[src/rtl/sramw_pkg.sv]
package sramw_pkg;

    typedef enum logic [1:0] {
        MEM_ASYNC = 2'd0,
        MEM_SYNC  = 2'd1,
        MEM_PIPE  = 2'd2,
        MEM_RSVD  = 2'd3
    } mem_kind_e;

    typedef enum logic [1:0] {
        PH_IDLE  = 2'd0,
        PH_PULSE = 2'd1,
        PH_GAP   = 2'd2
    } wphase_e;

    typedef struct packed {
        logic late_release;
        logic adsp_sel;
    } wcfg_t;

    // Late release only for asynchronous RAM, timing bit set, line fill.
    function automatic logic want_late(logic [1:0] kind, logic tbit, logic fill);
        return (kind == MEM_ASYNC) && tbit && fill;
    endfunction

    // Address-strobe mode is the same bit, meaningful only for pipelined RAM.
    function automatic logic want_adsp(logic [1:0] kind, logic tbit);
        return (kind == MEM_PIPE) && tbit;
    endfunction

endpackage

[src/rtl/sramw_cfg_latch.sv]
module sramw_cfg_latch
    import sramw_pkg::*;
#(
    parameter int LANES = 8
) (
    input  logic             clk,
    input  logic             rst,
    input  logic             capture,
    input  logic             line_fill,
    input  logic [LANES-1:0] lane_en,
    input  logic             wtime_cfg,
    input  logic [1:0]       mem_kind,
    output wcfg_t            cfg,
    output logic [LANES-1:0] mask_q
);

    logic late_q;

    always_ff @(posedge clk) begin
        if (rst) begin
            late_q <= 1'b0;
            mask_q <= '0;
        end else if (capture) begin
            late_q <= want_late(mem_kind, wtime_cfg, line_fill);
            mask_q <= lane_en;
        end
    end

    always_comb begin
        cfg.late_release = late_q;
        cfg.adsp_sel     = want_adsp(mem_kind, wtime_cfg);
    end


    adsp_only_pipe_chk: assert property (@(posedge clk) disable iff (rst)
        (mem_kind != MEM_PIPE) |-> !cfg.adsp_sel);


    late_needs_async_chk: assert property (@(posedge clk) disable iff (rst)
        (capture && mem_kind != MEM_ASYNC) |=> !late_q);

endmodule

[src/rtl/sramw_beat_fsm.sv]
module sramw_beat_fsm
    import sramw_pkg::*;
#(
    parameter int BEATS = 4
) (
    input  logic    clk,
    input  logic    rst,
    input  logic    start,
    input  logic    ack,
    output wphase_e phase,
    output logic    capture
);

    localparam int CW = $clog2(BEATS + 1);

    wphase_e        phase_q, phase_d;
    logic [CW-1:0]  done_q, done_d;

    assign capture = (phase_q == PH_IDLE) && start;
    assign phase   = phase_q;

    always_comb begin
        phase_d = phase_q;
        done_d  = done_q;
        unique case (phase_q)
            PH_IDLE: begin
                if (start) begin
                    phase_d = PH_PULSE;
                    done_d  = '0;
                end
            end
            PH_PULSE: begin
                if (ack) begin
                    done_d = done_q + 1'b1;
                    if (done_q == CW'(BEATS - 1)) phase_d = PH_IDLE;
                    else                          phase_d = PH_GAP;
                end
            end
            PH_GAP:  phase_d = PH_PULSE;
            default: phase_d = PH_IDLE;
        endcase
    end

    always_ff @(posedge clk) begin
        if (rst) begin
            phase_q <= PH_IDLE;
            done_q  <= '0;
        end else begin
            phase_q <= phase_d;
            done_q  <= done_d;
        end
    end


    gap_after_ack_chk: assert property (@(posedge clk) disable iff (rst)
        (phase_q == PH_PULSE && ack) |=> (phase_q != PH_PULSE));


    gap_one_cycle_chk: assert property (@(posedge clk) disable iff (rst)
        (phase_q == PH_GAP) |=> (phase_q == PH_PULSE));


    beat_limit_chk: assert property (@(posedge clk) disable iff (rst)
        done_q <= CW'(BEATS));

endmodule

[src/rtl/sramw_strobe_drv.sv]
module sramw_strobe_drv
    import sramw_pkg::*;
#(
    parameter int LANES = 8
) (
    input  logic             clk,
    input  logic             rst,
    input  wphase_e          phase,
    input  logic             ack,
    input  logic             late_release,
    input  logic [LANES-1:0] mask,
    output logic [LANES-1:0] we_n
);

    logic in_pulse;
    logic cut_q;

    assign in_pulse = (phase == PH_PULSE);

    // Falling-edge capture of the acknowledge: cuts the strobe in the second half.
    always_ff @(negedge clk) begin
        if (rst) cut_q <= 1'b0;
        else     cut_q <= in_pulse && ack && !late_release;
    end

    for (genvar g = 0; g < LANES; g++) begin : g_lane
        assign we_n[g] = !(in_pulse && mask[g] && !cut_q);
    end


    idle_quiet_chk: assert property (@(posedge clk) disable iff (rst)
        !in_pulse |-> (&we_n));


    masked_lane_chk: assert property (@(posedge clk) disable iff (rst)
        ((~we_n) & ~mask) == '0);


    release_by_edge_chk: assert property (@(posedge clk) disable iff (rst)
        (in_pulse && ack) |=> (&we_n));

endmodule

[src/rtl/sram_wpulse_gen.sv]
module sram_wpulse_gen
    import sramw_pkg::*;
#(
    parameter int LANES = 8,
    parameter int BEATS = 4
) (
    input  logic             clk,
    input  logic             rst,
    input  logic             wr_start,
    input  logic             line_fill,
    input  logic [LANES-1:0] lane_en,
    input  logic             wtime_cfg,
    input  logic [1:0]       mem_kind,
    input  logic             xfer_ack,
    output logic [LANES-1:0] we_n,
    output logic             adsp_sel
);

    wphase_e          phase;
    logic             capture;
    wcfg_t            cfg;
    logic [LANES-1:0] mask_q;

    sramw_beat_fsm #(.BEATS(BEATS)) u_fsm (
        .clk     (clk),
        .rst     (rst),
        .start   (wr_start),
        .ack     (xfer_ack),
        .phase   (phase),
        .capture (capture)
    );

    sramw_cfg_latch #(.LANES(LANES)) u_cfg (
        .clk       (clk),
        .rst       (rst),
        .capture   (capture),
        .line_fill (line_fill),
        .lane_en   (lane_en),
        .wtime_cfg (wtime_cfg),
        .mem_kind  (mem_kind),
        .cfg       (cfg),
        .mask_q    (mask_q)
    );

    sramw_strobe_drv #(.LANES(LANES)) u_drv (
        .clk          (clk),
        .rst          (rst),
        .phase        (phase),
        .ack          (xfer_ack),
        .late_release (cfg.late_release),
        .mask         (mask_q),
        .we_n         (we_n)
    );

    assign adsp_sel = cfg.adsp_sel;

endmodule

[config.mk]
export PLATFORM = sky130hd
export DESIGN_NAME = sram_wpulse_gen
export DESIGN_NICKNAME = d
export VERILOG_FILES = /design/src/rtl/sramw_pkg.sv /design/src/rtl/sramw_cfg_latch.sv /design/src/rtl/sramw_beat_fsm.sv /design/src/rtl/sramw_strobe_drv.sv /design/src/rtl/sram_wpulse_gen.sv
export SDC_FILE = /design/constraint.sdc
export NUM_CORES = 1
export LEC_CHECK = 0
export BUFFER_PORTS_ARGS = -buffer_cell sky130_fd_sc_hd__buf_2
export CORE_MARGIN = 3
export CORE_UTILIZATION = 45
export DETAILED_ROUTE_END_ITERATION = 10
export GPL_TIMING_DRIVEN = 0
export PLACE_DENSITY = 0.75
export SYNTH_ARGS = -nofsm -noshare
export SYNTH_HDL_FRONTEND = slang
export SYNTH_SLANG_ARGS = --single-unit
export TNS_END_PERCENT = 30
[constraint.sdc]
create_clock -name clk -period 1.4 [get_ports clk]
set_input_delay 0.14 -clock clk [delete_from_list [all_inputs] [get_ports clk]]
set_output_delay 0.14 -clock clk [all_outputs]
set_load 0.01 [all_outputs]
Word level (Yosys, flattened, before mapping)
Index checks and enable logic that the tools add are counted.

Register bits after elaboration: 15. Latch bits: 0. RAM bits: 0. Bits in read-only memories: 0. Input port bits: 16. Output and inout port bits: 9. Word-level logic and storage cells: 56. Memories kept: 0.

Add/sub/neg operators: 1. Multiply operators: 0. Divide/modulo/power cells: 0. Magnitude comparators: 0. Equal/unequal tests: 6. Shifts and indexed selects: 0. Mux-type cells: 7. Bitwise gates (word level): 0. Reduce and logical (&&, ||, !) cells: 37.

Operators with widths (number): 1-bit logical AND (22); 1-bit zero test (10); 2-bit 2-to-1 mux (3); 3-bit 2-to-1 mux (2); 2-bit case mux with 3 select lines (1); 3-bit case mux with 2 select lines (1); 2-bit == test, second input constant (2); 2-bit zero test (2); 2-bit != test, second input constant (2); 3-bit by 1-bit adder with 3-bit output, second input constant (1); 3-bit by 2-bit == test with 1-bit output, second input constant (1); 3-bit AND reduction (1); 2-bit by 1-bit == test with 1-bit output, second input constant (1); 2-bit AND reduction (1); 2-bit nonzero test (1).

Depth between registers and ports, before layout
Word-level depth: 4. Mapped depth: 4. Gate-level depth less buffers: 3.

Hierarchy
From an unflattened synthesis, not the netlist that was laid out.

Cells, all modules: 73. Area, all modules: 684.4 um2.

By module, submodules not included: sramw_cfg_latch (instances 1, cells each 34, area an instance 357.8 um2, seq. area each 180.2 um2); sramw_beat_fsm (instances 1, cells each 26, area an instance 239.0 um2, seq. area each 100.1 um2); sramw_strobe_drv (instances 1, cells each 13, area an instance 87.6 um2, seq. area each 20.0 um2).

==> metrics.txt <==
Power Total 831.3 µW; core area 1216 µm²; antenna cells 0; Syn Area/Cell 9.817 µm²; post-route ant nets 0; layout cells sized above 1 39.78%; Post-synth top cells dfxtp_1 (15), nor2_1 (14), mux2i_1 (9); initial cell density of the core 52.47%; GPL Wtd Cong 0.7594; drt first pass iters 4; fill count 102; fin. max-slew vios 0; Synth Flop Type dfxtp_1; worst path bufs/invs 1; Slowest cell on crit path dfxtp_2; Yosys top cell by area dfxtp_1; residual DRC count 0; Area after DPL 784.5 µm²; Die Width 43.66 µm; worst-margin pin slew 437.5 ps; Layout Utilization 68.21%; worst r2r path cells 2; CTS H-Tree Depth 1; worst skew pair latency 330 ps; Largest stage delay, worst path 310 ps; Hold Slack 96.07 ps; Clock Root Buffer clkbuf_4; status finished, violations left; Crit. End Element primary output; drt wl/cell 11.25 µm; Synth area leaders dfxtp_1 (47%), mux2i_1 (14%), nor2_1 (8.2%), mux2_4 (4.7%), nand2_1 (4.7%); post-synthesis sequential area ratio 47.06%; nets 112; final wirelength 1204 µm; CP Class flop to primary output; Area Overhead vs Synth 30.00%; dpl ws -147.9 ps; Yosys warning total 0; initial antenna violation count 0; Post-Synthesis Cells 65; number of I/O port buffers 24; Post-synth EDFFs 0; Sequential Area 304.0 µm²; Setup TNS -3777 ps; initial DRC count 9; critical-path cell list nor2_4 > nand2_1 > buf_2; cell with the most instances after synthesis dfxtp_1; GRT Util Overall 13.61%; CP max FO 8; final hold vios 0; area of the multi-input gates 335.3 µm²; RSZ-0062 raised after global routing true; Rel. slew slack 70.83%; gr ovfl total 0; DP Cell Count 103; Leak 0.3834 nW; Seq cells post-synth 15; clock buffer depth 2; fin worst setup slack -481.4 ps; DP HPWL 911.2 µm; DR vias/cell 4.907; maximum vdd drop 762.7 µV; Async SR Flop Fraction 0%; pwr dens 1002 nW/µm²; setup violators final 8; Sink Count 15; die height 43.66 µm; Rows 12; CTS tree done; WP data arrival 1740 ps; Non-Filler Instances 107; vias 525; element type at the critical path start flop; global-route wire length before repair 1952 µm; hold path depth 3; Clock transition at path regs 90 ps; vias in the first global route 495; Top delay family on crit path flip-flops; count of different cell masters after synthesis 18; Num CTS Buffers 3; failing checks setup timing; Post-Syn Area 638.1 µm²; final instance area 829.5 µm²; clock skew 63.16 ps; I/O pin cnt 25; Hold Path Class input pin to flop; die area 1906 µm²; post-synth top area share 47.06%; largest net degree at the start of global routing 11; Crit. path cell count 3; synthesized net count 83; Data required, critical path 1260 ps; maxcap violations 0
logic make-up after synthesis:
| logic type | share of synthesized area (%) |
|---|---|
| flops | 47.06 |
| buf+inv | 4.117 |
| simple gates | 20.59 |
| compound gates | 5.491 |
| fa+ha+maj | 3.921 |
| mux | 18.82 |
layout make-up:
cell class,count,area share (%)
timing repair buffer,24,14.48
multi-input combinational,44,40.42
tap,14,2.112
clock inverter,2,0.9050
inverter,3,1.357
buffer,2,1.357
clock buffer,3,2.715
sequential,15,36.65
power breakdown:
part	internal, mW	leakage, nW	switching [mW]
Combinational	0.0663	0.235	0.0577
Clock	0.107	0.0245	0.135
Sequential	0.450	0.124	0.0157
layout by cell type, fill, tap and decap left out:
| cell type | netlist | routed |
|---|---|---|
| nor3b_2 | 1 | 1 |
| buf_4 | 1 | 1 |
| nand2b_1 | 1 | 1 |
| dfxtp_1 | 15 | 12 |
| a22o_1 | 1 | 1 |
| nand4bb_4 | 0 | 1 |
| nand2_1 | 8 | 8 |
| nor2_4 | 0 | 1 |
| mux2i_1 | 9 | 9 |
| clkbuf_1 | 1 | 1 |
| o22a_1 | 1 | 1 |
| ha_1 | 2 | 2 |
| inv_1 | 4 | 5 |
| mux2_4 | 2 | 2 |
| nor4bb_1 | 1 | 1 |
| nor2_1 | 14 | 13 |
| o2bb2ai_1 | 1 | 1 |
| clkbuf_4 | 0 | 3 |
| dfxtp_2 | 0 | 3 |
| and3b_1 | 1 | 1 |
| a21oi_2 | 1 | 1 |
| buf_2 | 0 | 24 |
path summary, 6_finish.rpt:
check | startpoint | to | slack (ps)
min | lane_en[4] | u_cfg.mask_q[4]$_SDFFE_PP0P_ | 100
max reg2reg | u_fsm.phase[1]$_SDFFE_PP0P_ | u_drv.cut_q$_SDFF_NP0_ | 20
max | u_drv.cut_q$_SDFF_NP0_ | we_n[0] | -480
min reg2reg | u_fsm.done_q[2]$_SDFFE_PP0P_ | u_fsm.done_q[2]$_SDFFE_PP0P_ | 470
registers in the layout, summed over array words and instances, names as in the netlist:
signal	cells
u_cfg.late_q	1
u_cfg.mask_q	8
u_drv.cut_q	1
u_fsm.done_q	3
u_fsm.phase	2
repair_timing:
action	4_1_cts	5_1_grt
hold buffers	0	0
pin swaps	6	3
resized for setup	3	0
endpoints found under the setup margin	9	9
setup buffers	0	0
cloned	0	0
worst min-delay path, stage by stage:
cell and delay, ps:
buf_2 70, mux2i_1 60, nor2_1 70
routing by layer:
metal	up-vias	part of all wire [%]	global-route usage [%]
li1	273	-	-
met1	229	45	15.62
met2	21	46	22.67
met3	2	8.4	6.224
met4	0	1.1	3.614
met5	-	0	0
No activity file was read; power rests on OpenSTA's default activity.
